--- src/rtl/asa_pkg.sv ---
package asa_pkg;

  localparam int FRAME_MAX = 12;
  localparam int RX_BITS_MAX = 10;

  typedef struct packed {
    logic data8;
    logic par_en;
    logic par_odd;
    logic stop2;
  } frame_fmt_t;

  typedef enum logic [1:0] {
    RX_IDLE  = 2'd0,
    RX_START = 2'd1,
    RX_DATA  = 2'd2
  } rx_state_t;

  function automatic frame_fmt_t decode_fmt(input logic [2:0] code);
    frame_fmt_t f;
    f.data8   = code[2];
    f.par_odd = code[0];
    case (code)
      3'd4, 3'd5: f.par_en = 1'b0;
      default:    f.par_en = 1'b1;
    endcase
    case (code)
      3'd0, 3'd1, 3'd4: f.stop2 = 1'b1;
      default:          f.stop2 = 1'b0;
    endcase
    return f;
  endfunction

  function automatic int div_last(input logic [1:0] code, input int a, input int b);
    case (code)
      2'd1:    return a - 1;
      2'd2:    return b - 1;
      default: return 0;
    endcase
  endfunction

endpackage

--- src/rtl/asa_tick.sv ---
module asa_tick import asa_pkg::*; #(
  parameter int DIV_A = 16,
  parameter int DIV_B = 64
) (
  input  logic       clk,
  input  logic       rst,
  input  logic       clr,
  input  logic [1:0] div_sel,
  output logic       tick
);
  localparam int CW = $clog2(DIV_B) + 1;

  logic [CW-1:0] cnt;
  logic [CW-1:0] last;

  always_comb last = CW'(div_last(div_sel, DIV_A, DIV_B));

  always_ff @(posedge clk) begin
    if (rst || clr) begin
      cnt  <= '0;
      tick <= 1'b0;
    end else if (cnt >= last) begin
      cnt  <= '0;
      tick <= 1'b1;
    end else begin
      cnt  <= cnt + 1'b1;
      tick <= 1'b0;
    end
  end
endmodule

--- src/rtl/asa_tx.sv ---
module asa_tx import asa_pkg::*; (
  input  logic       clk,
  input  logic       rst,
  input  logic       hold,
  input  logic       tick,
  input  frame_fmt_t fmt,
  input  logic       hold_valid,
  input  logic [7:0] hold_data,
  input  logic       brk_req,
  output logic       load_ack,
  output logic       brk_on,
  output logic       txd
);
  logic                 busy;
  logic [3:0]           left;
  logic [FRAME_MAX-1:0] sh;
  logic [FRAME_MAX-1:0] frame;
  logic [3:0]           total;
  logic [3:0]           nd;
  logic [7:0]           dbits;
  logic                 txd_q;
  logic                 boundary;

  always_comb begin
    nd    = fmt.data8 ? 4'd8 : 4'd7;
    dbits = fmt.data8 ? hold_data : {1'b0, hold_data[6:0]};
    frame = '1;
    frame[0] = 1'b0;
    for (int i = 0; i < 8; i++) begin
      if (i < int'(nd)) frame[1+i] = dbits[i];
    end
    if (fmt.par_en) frame[int'(nd)+1] = (^dbits) ^ fmt.par_odd;
    total = 4'd2 + nd + {3'b000, fmt.par_en} + {3'b000, fmt.stop2};
  end

  assign boundary = !busy || (left == 4'd0);
  assign load_ack = tick && boundary && hold_valid && !brk_on && !brk_req;

  always_ff @(posedge clk) begin
    if (rst || hold) begin
      busy   <= 1'b0;
      left   <= '0;
      sh     <= '1;
      txd_q  <= 1'b1;
      brk_on <= 1'b0;
      txd    <= 1'b1;
    end else begin
      txd <= txd_q & ~brk_on;
      if (brk_req) brk_on <= 1'b1;
      else if (tick && boundary) brk_on <= 1'b0;
      if (tick) begin
        if (boundary) begin
          if (load_ack) begin
            sh    <= {1'b1, frame[FRAME_MAX-1:1]};
            txd_q <= frame[0];
            left  <= total - 4'd1;
            busy  <= 1'b1;
          end else begin
            busy  <= 1'b0;
            txd_q <= 1'b1;
          end
        end else begin
          txd_q <= sh[0];
          sh    <= {1'b1, sh[FRAME_MAX-1:1]};
          left  <= left - 4'd1;
        end
      end
    end
  end
endmodule

--- src/rtl/asa_rx.sv ---
module asa_rx import asa_pkg::*; #(
  parameter int DIV_A = 16,
  parameter int DIV_B = 64
) (
  input  logic       clk,
  input  logic       rst,
  input  logic       hold,
  input  logic [1:0] div_sel,
  input  frame_fmt_t fmt,
  input  logic       rxd,
  output logic       done,
  output logic [7:0] data,
  output logic       fe,
  output logic       pe
);
  localparam int CW = $clog2(DIV_B) + 1;

  rx_state_t              st;
  logic [CW-1:0]          cnt;
  logic [CW-1:0]          last;
  logic [CW-1:0]          mid;
  logic [RX_BITS_MAX-1:0] bits;
  logic [RX_BITS_MAX-1:0] nb;
  logic [3:0]             idx;
  logic [3:0]             nd;
  logic [3:0]             need;
  logic [7:0]             dat;
  logic                   pbit;
  logic                   sbit;

  always_comb begin
    last = CW'(div_last(div_sel, DIV_A, DIV_B));
    mid  = last >> 1;
    nd   = fmt.data8 ? 4'd8 : 4'd7;
    need = nd + {3'b000, fmt.par_en} + 4'd1;
    nb   = bits;
    if (idx < 4'(RX_BITS_MAX)) nb[idx] = rxd;
    dat  = fmt.data8 ? nb[7:0] : {1'b0, nb[6:0]};
    pbit = nb[nd];
    sbit = nb[nd + {3'b000, fmt.par_en}];
  end

  always_ff @(posedge clk) begin
    if (rst || hold) begin
      st   <= RX_IDLE;
      cnt  <= '0;
      idx  <= '0;
      bits <= '0;
      done <= 1'b0;
      data <= '0;
      fe   <= 1'b0;
      pe   <= 1'b0;
    end else begin
      done <= 1'b0;
      case (st)
        RX_IDLE: begin
          cnt <= '0;
          idx <= '0;
          if (!rxd) st <= (last == '0) ? RX_DATA : RX_START;
        end
        RX_START: begin
          if (cnt == mid) begin
            cnt <= '0;
            st  <= rxd ? RX_IDLE : RX_DATA;
          end else begin
            cnt <= cnt + 1'b1;
          end
        end
        default: begin
          if (cnt >= last) begin
            cnt  <= '0;
            bits <= nb;
            if (idx == need - 4'd1) begin
              done <= 1'b1;
              data <= dat;
              fe   <= !sbit;
              pe   <= fmt.par_en && (pbit != ((^dat) ^ fmt.par_odd));
              st   <= RX_IDLE;
            end else begin
              idx <= idx + 4'd1;
            end
          end else begin
            cnt <= cnt + 1'b1;
          end
        end
      endcase
    end
  end
endmodule

--- src/rtl/async_serial_adapter.sv ---
module async_serial_adapter import asa_pkg::*; #(
  parameter int DIV_A       = 16,
  parameter int DIV_B       = 64,
  parameter int SYNC_STAGES = 2
) (
  input  logic       clk,
  input  logic       rst,
  input  logic       bus_wr,
  input  logic       bus_rd,
  input  logic       bus_sel,
  input  logic [7:0] bus_wdata,
  output logic [7:0] bus_rdata,
  output logic       txd,
  input  logic       rxd,
  input  logic       cts,
  input  logic       dcd,
  output logic       rts_out,
  output logic       brk_out,
  output logic       tx_irq,
  output logic       rx_irq
);
  logic [7:0] ctrl_q;
  logic       in_reset;
  frame_fmt_t fmt;
  logic       tick;
  logic       load_ack;
  logic       rx_done;
  logic [7:0] rx_data;
  logic       rx_fe;
  logic       rx_pe;
  logic [7:0] tx_hold;
  logic [7:0] rx_hold;
  logic       tx_empty;
  logic       rx_full;
  logic       fe_q;
  logic       pe_q;
  logic       ovr_q;
  logic       irq_any;
  logic [7:0] status;
  logic       rd_data;
  logic       wr_data;

  logic [SYNC_STAGES-1:0] rxd_pipe;
  logic [SYNC_STAGES-1:0] cts_pipe;
  logic [SYNC_STAGES-1:0] dcd_pipe;

  always_ff @(posedge clk) begin
    if (rst) begin
      rxd_pipe <= '1;
      cts_pipe <= '0;
      dcd_pipe <= '0;
    end else begin
      rxd_pipe <= {rxd_pipe[SYNC_STAGES-2:0], rxd};
      cts_pipe <= {cts_pipe[SYNC_STAGES-2:0], cts};
      dcd_pipe <= {dcd_pipe[SYNC_STAGES-2:0], dcd};
    end
  end

  assign in_reset = (ctrl_q[1:0] == 2'd3);
  assign fmt      = decode_fmt(ctrl_q[4:2]);
  assign rd_data  = bus_rd && bus_sel;
  assign wr_data  = bus_wr && bus_sel && !in_reset;

  asa_tick #(.DIV_A(DIV_A), .DIV_B(DIV_B)) u_tick (
    .clk(clk), .rst(rst), .clr(in_reset), .div_sel(ctrl_q[1:0]), .tick(tick)
  );

  asa_tx u_tx (
    .clk(clk), .rst(rst), .hold(in_reset), .tick(tick), .fmt(fmt),
    .hold_valid(!tx_empty), .hold_data(tx_hold), .brk_req(ctrl_q[6:5] == 2'd3),
    .load_ack(load_ack), .brk_on(brk_out), .txd(txd)
  );

  asa_rx #(.DIV_A(DIV_A), .DIV_B(DIV_B)) u_rx (
    .clk(clk), .rst(rst), .hold(in_reset), .div_sel(ctrl_q[1:0]), .fmt(fmt),
    .rxd(rxd_pipe[SYNC_STAGES-1]), .done(rx_done), .data(rx_data),
    .fe(rx_fe), .pe(rx_pe)
  );

  assign irq_any = (ctrl_q[7] && (rx_full || ovr_q)) ||
                   ((ctrl_q[6:5] == 2'd1) && tx_empty);
  assign status  = {irq_any, pe_q, ovr_q, fe_q,
                    cts_pipe[SYNC_STAGES-1], dcd_pipe[SYNC_STAGES-1],
                    tx_empty, rx_full};

  always_ff @(posedge clk) begin
    if (rst) begin
      ctrl_q    <= 8'h03;
      tx_hold   <= '0;
      rx_hold   <= '0;
      tx_empty  <= 1'b1;
      rx_full   <= 1'b0;
      fe_q      <= 1'b0;
      pe_q      <= 1'b0;
      ovr_q     <= 1'b0;
      bus_rdata <= '0;
      rts_out   <= 1'b0;
      tx_irq    <= 1'b0;
      rx_irq    <= 1'b0;
    end else begin
      if (bus_wr && !bus_sel) ctrl_q <= bus_wdata;
      if (bus_rd) bus_rdata <= bus_sel ? rx_hold : status;
      rts_out <= (ctrl_q[6:5] == 2'd2);
      tx_irq  <= (ctrl_q[6:5] == 2'd1) && tx_empty;
      rx_irq  <= ctrl_q[7] && (rx_full || ovr_q);
      if (in_reset) begin
        tx_empty <= 1'b1;
        rx_full  <= 1'b0;
        fe_q     <= 1'b0;
        pe_q     <= 1'b0;
        ovr_q    <= 1'b0;
      end else begin
        if (load_ack) tx_empty <= 1'b1;
        if (wr_data) begin
          tx_hold  <= bus_wdata;
          tx_empty <= 1'b0;
        end
        if (rd_data) begin
          rx_full <= 1'b0;
          fe_q    <= 1'b0;
          pe_q    <= 1'b0;
          ovr_q   <= 1'b0;
        end
        if (rx_done) begin
          if (rx_full && !rd_data) begin
            ovr_q <= 1'b1;
          end else begin
            rx_hold <= rx_data;
            rx_full <= 1'b1;
            fe_q    <= rx_fe;
            pe_q    <= rx_pe;
          end
        end
      end
    end
  end
endmodule

--- config.mk ---
export PLATFORM = sky130hd
export DESIGN_NAME = async_serial_adapter
export DESIGN_NICKNAME = d
export VERILOG_FILES = /design/src/rtl/asa_pkg.sv /design/src/rtl/asa_tick.sv /design/src/rtl/asa_tx.sv /design/src/rtl/asa_rx.sv /design/src/rtl/async_serial_adapter.sv
export SDC_FILE = /design/constraint.sdc
export NUM_CORES = 1
export LEC_CHECK = 0
export BUFFER_PORTS_ARGS = -buffer_cell sky130_fd_sc_hd__buf_2
export CAP_MARGIN = 10
export CORE_MARGIN = 3
export CORE_UTILIZATION = 47
export CTS_BUF_LIST = sky130_fd_sc_hd__clkbuf_16
export DETAILED_ROUTE_END_ITERATION = 8
export GPL_ROUTABILITY_DRIVEN = 1
export PLACE_DENSITY = 0.67
export SETUP_SLACK_MARGIN = 0.3
export SYNTH_ARGS = -nofsm -noshare
export SYNTH_HDL_FRONTEND = slang
export SYNTH_SLANG_ARGS = --single-unit
--- constraint.sdc ---
create_clock -name clk -period 2.2 [get_ports clk]
set_input_delay 0.66 -clock clk [delete_from_list [all_inputs] [get_ports clk]]
set_output_delay 0.66 -clock clk [all_outputs]
set_load 0.05 [all_outputs]
# Word level (Yosys, flattened, before mapping)
# Index checks and enable logic that the tools add are counted.
# totals
mem_bits_rw	0
memories	0
output_inout_bits	13
mem_bits_ro	0
ff_bits	108
word_cells	202
latch_bits	0
in_bits	16
# classes
muxes	65
div_mod_pow	0
shift	0
add_sub_neg	12
mul	0
order_cmp	17
reduce_logical	51
n_eq_ne	17
bitwise	9
# op_table
operator	n
$mux W12	3
$mux W1	35
$ge A32 B1 Y1 const B	1
$lt A32 B6 Y1 const B	1
$mux W8	3
$mux W4	5
$lt A3 B4 Y1 const A	4
$reduce_xor A8 Y1	2
$lt A4 B5 Y1 const B	3
$add A7 B1 Y7 const B	2
$ge A7 B6 Y1	2
$logic_and A1 B1 Y1	14
$mux W7	2
$pmux W7 S2	1
$add A4 B1 Y4	3
$bwmux W12	1
$mux W2	6
$pmux W6 S2	1
$sub A4 B1 Y4 const B	3
$bwmux W10	1
$mux W10	1
$reduce_and A3 Y1	3
$add A4 B1 Y4 const B	2
$bmux W1 S4	2
34 further kinds	70

# Depth between registers and ports, before layout
# depth
word_depth	11
mapped_depth	13
depth_no_buf	11

# Modules after synthesis
# A second synthesis with hierarchy kept.
# unflattened
cells_unflattened	600
hier_area_um2	5312.6
# modules_own_cells
module	seq_area_each_um2	area_each_um2	cells_each	instances
asa_rx	680.7	2028.2	234	1
async_serial_adapter	920.9	1793.0	196	1
asa_tx	340.3	1017.2	123	1
asa_tick	160.2	474.2	47	1

# Least setup slack after synthesis
# OpenSTA, ideal clock, no wires.
# synth_timing
path_kind	reg-to-reg
from	reg ctrl_q[0]
to	reg u_rx.fe
required_time_ns	2.109
arrival_ns	2.209
period_less_slack_ns	2.300
setup_slack_ns	-0.100
path_stages_with_launch	13
setup_time_ns	0.091
path_buffers	3
path_cell_list	dfxtp_1 -> inv_1 -> ha_1 -> buf_2 -> inv_1 -> ha_1 -> nor2b_1 -> o22ai_1 -> a31o_2 -> and2_1 -> buf_4 -> buf_2 -> a311oi_1
# synth_between
elab_chain_len	4
word_cells_on_any_way	7
classes_between	order compare (1); eq/ne (3); mux (1); reduce/logical (2)
# synth_lines
item	line	source
start, declared	async_serial_adapter.sv:22	logic [7:0] ctrl_q;
start signal, assigned	async_serial_adapter.sv:101	if (bus_wr && !bus_sel) ctrl_q <= bus_wdata;
$eq A2 B2 Y1 or $eq A2 B1 Y1 (tied branches)	asa_pkg.sv:35	case (code)
$pmux W6 S2	asa_pkg.sv:35	
$ge A7 B6 Y1	asa_rx.sv:70	if (cnt >= last) begin
$reduce_and A3 Y1 (no source line)	n/a	
end signal, assigned	asa_rx.sv:76	fe <= !sbit;
end, declared	asa_rx.sv:13	output logic fe,
# Several ways; a longest one is shown, not always the timed one.
# A chain may end at the register's enable or synchronous reset.

# Worst setup path in the final report
# layout_timing
from	reg ctrl_q[0]
to	reg u_rx.idx[1]
# layout_between
elab_chain_len	5
word_cells_on_any_way	8
classes_between	order compare (1); eq/ne (3); mux (1); reduce/logical (3)
# layout_lines
item	line	source
$eq A2 B2 Y1 or $eq A2 B1 Y1 (tied branches)	asa_pkg.sv:35	
$pmux W6 S2	asa_pkg.sv:35	
$ge A7 B6 Y1	asa_rx.sv:70	
$reduce_bool A2 Y1 (no source line)	n/a	
$reduce_and A3 Y1 (no source line)	n/a	
end signal, assigned	asa_rx.sv:80	idx <= idx + 4'd1;
end, declared	asa_rx.sv:24	logic [3:0] idx;
# Several ways; a longest one is shown, not always the timed one.

==> flow_summary.ini <==
[outcome]
outcome = complete, no violations

[drt]
avgRoutedWirePerCell_um = 14.76
vias_per_cell = 5.283
totalWireLength_um = 10640
drc_errors = 0
drt_iter0_markers = 178
vias = 3809
ant_nets = 0
firstDrtPassIters = 5

[sta]
fin_ws_ns = 0.01578
worst_pin_slew_ns = 0.8128
setup-tns-final_ns = 0
hold_viol = 0
drv_slew = 0
finalHoldWorstSlack_ns = 0.4217
grt_setup_unrepaired = true
min_period_over_period = 0.9928
max_freq_mhz = 457.8
slew_headroom = 0.4582
worst_clock_skew_ns = 0.008914
fin_crit_ns = 2.184
setup_viol = 0

[final_layout]
multi_input_area_um2 = 2885
fin_nets = 621
regArea_um2 = 2122
area_growth_pct = 26.53
antennaDiodeCount = 0
design_area_um2 = 6068
fillers = 800
drive_above_1_share = 0.2976

[synth]
netlist.area_leader.share = 0.4383
dominantRegCellSynth = dfxtp_1
synthAdderAreaFrac = 0.05896
synth_edf_count = 0
ys_warn_count = 0
synthMuxAreaShare = 0.08505
synthTopCellsByArea = dfxtp_1, mux2i_1, nor2_1
synth_top_family_by_area = simple AND/OR/NAND/NOR gates
syn_nets = 569
syn-mean-instance-area_um2 = 9.032
ys_ff_latch = 105
yosysTopAreaCell = dfxtp_1
ys_seq_area_frac = 0.4383
synthCells = 531
synth_compound_area_frac = 0.1263
synth-simple-area-share = 0.1899
synth_cell_types = 53
synth_xor_area_frac = 0.05766
syn-cell-area_um2 = 4796
ys_async_sr_fraction = 0

[floorplan]
core.rowCount = 36
core_um2 = 9864
dieArea_um2 = 11450
io_pins = 29
dieWidth_um = 107.0
initial_core_util = 0.4862
fp.dieH_um = 107.0

[global_routing]
grt_overflow = 0
grt_antenna_before_repair = 0
grt_pass1_wl_um = 17070
grt_use_total = 0.1855
grt_start_max_net_pins = 42
grt_pass1_vias = 3588

[critical_path]
critPathMaxFanout = 7
rrSetupSlack_ns = 0.02
critical_path_class = flop to flop
arrival_ns = 2.40
cp-end-kind = flop
required_ns = 2.41
start_kind = flop

[pwr]
ir_worst_vdd_uv = 311.8
total_power_w = 0.003939
p_leak_nw = 2.326
p_per_area_nw_per_um2 = 649.1

[clocking]
cts.path.max_buffers = 2
cts_hold_buf = 0
numCtsBuffers = 9
ctsHtreeMaxLevel = 3
cts.sinks = 105
cts_tree = done
clock_latency_ns = 0.35
clockRootBuffer = clkbuf_16
clkTransAtPathRegs_ns = 0.07

[flow_run]
cap_violations = 0

[placement]
dpl.hpwl_um = 6977
place_congestion = 0.7866
portBuffers = 28
placed_cell_area_um2 = 5226
post-place-ws_ns = 0.005279

[min_path]
holdCritPathClass = flop to flop
==> cells by family after synthesis <==
kind of cell,Yosys count
buffers and inverters,50
multiplexers,40
AND/OR/NAND/NOR,195
AO/OA/AOI/OAI,89
adder cells (fa/ha/maj),22
XOR/XNOR,30
flip-flops,105
==> layout by cell type, fill, tap and decap left out, drive strengths merged, types with 6 or more instances in the layout <==
master / n
clkbuf: 9
a21oi: 22
o21ai: 10
nand3b: 7
nand3: 11
nor3b: 6
xnor2: 21
nor2b: 9
xor2: 8
buf: 73
ha: 21
nand2: 37
inv: 21
o311ai: 8
a211oi: 27
nor2: 95
and2: 6
mux2i: 40
dfxtp: 105
==> area by class of cell <==
class / count / area share
Inverter: 18 / 0.01237
Sequential cell: 105 / 0.3497
Timing Repair Buffer: 73 / 0.08536
Clock buffer: 9 / 0.03711
Multi-Input combinational cell: 376 / 0.4755
Clock inverter: 7 / 0.01258
Tap cell: 133 / 0.02742
==> power by group <==
part / switching [W] / internal [W] / total (W)
registers: 0.0000294 / 0.00193 / 0.00196
logic: 0.000205 / 0.000154 / 0.000359
clock network: 0.000730 / 0.000895 / 0.00162
total: 0.000964 / 0.00297 / 0.00394
==> cells in the mapped netlist, types with 2 or more instances <==
library cell	instances
a211oi_1	27
a21oi_1	22
a22oi_1	3
a311oi_1	2
a31oi_1	2
and2_1	6
and3_1	4
buf_2	6
buf_4	2
clkbuf_1	22
dfxtp_1	105
ha_1	21
inv_1	18
mux2i_1	38
mux2i_2	2
nand2_1	37
nand2b_1	4
nand3_1	11
nand3b_1	7
nand4_1	3
nor2_1	95
nor2b_1	9
nor3_1	3
nor3b_1	4
nor3b_2	2
o211ai_1	2
o21ai_0	8
o21ai_1	2
o311ai_0	8
o31ai_1	3
or2_2	4
xnor2_1	21
xor2_1	8
==> sequential cells by signal, summed over array words and instances, names as in the netlist, 2 cells and up <==
register / cells
bus_rdata: 8
ctrl_q: 8
cts_pipe: 2
dcd_pipe: 2
rx_hold: 8
rxd_pipe: 2
tx_hold: 8
u_rx.bits: 10
u_rx.cnt: 7
u_rx.data: 8
u_rx.idx: 4
u_rx.st: 2
u_tick.cnt: 7
u_tx.left: 4
u_tx.sh: 9
==> worst paths after layout <==
| kind | from | to | depth (start not counted) |
|---|---|---|---|
| worst min-delay path | rxd_pipe[0]$_SDFF_PP1_ | rxd_pipe[1]$_SDFF_PP1_ | 1 |
| worst max register to register | ctrl_q[0]$_SDFFE_PP1P_ | u_rx.idx[1]$_SDFFE_PP0P_ | 11 |
| worst min register to register | rxd_pipe[0]$_SDFF_PP1_ | rxd_pipe[1]$_SDFF_PP1_ | 1 |
| worst max-delay path | ctrl_q[0]$_SDFFE_PP1P_ | u_rx.idx[1]$_SDFFE_PP0P_ | 11 |
==> stage by stage <==
step / cells / utilization
finish: 721 / 0.6152
global route: 721 / 0.6152
CTS: 716 / 0.5827
detailed placement: 688 / 0.5298
global placement: 688 / 0.5298
floorplan: 531 / -
==> metal layers <==
layer,part of all wire,global-route usage,routed length (µm),vias up
li1,-,-,-,1939
met4,0.012,0.08219,131,0
met1,0.47,0.2568,5011,1794
met5,0,0,0,-
met3,0.037,0.02830,397,10
met2,0.48,0.2864,5102,66
==> timing repair <==
| action | 4_1_cts | 5_1_grt |
|---|---|---|
| setup buffers | 12 | 5 |
| gates cloned | 0 | 0 |
| pin swaps | 14 | 21 |
| setup endpoints to repair | 35 | 49 |
| resized for setup | 32 | 65 |
==> critical path, cell delays in order (launching register included) <==
cell and delay (ns):
dfxtp_2 0.34, inv_2 0.05, ha_4 0.31, inv_4 0.05
ha_4 0.24, nor2b_1 0.04, o22ai_1 0.17, a31o_2 0.20
nor2b_4 0.23, and2_4 0.19, mux2i_1 0.19, nor2_1 0.06
(Power assumes the default switching activity.)
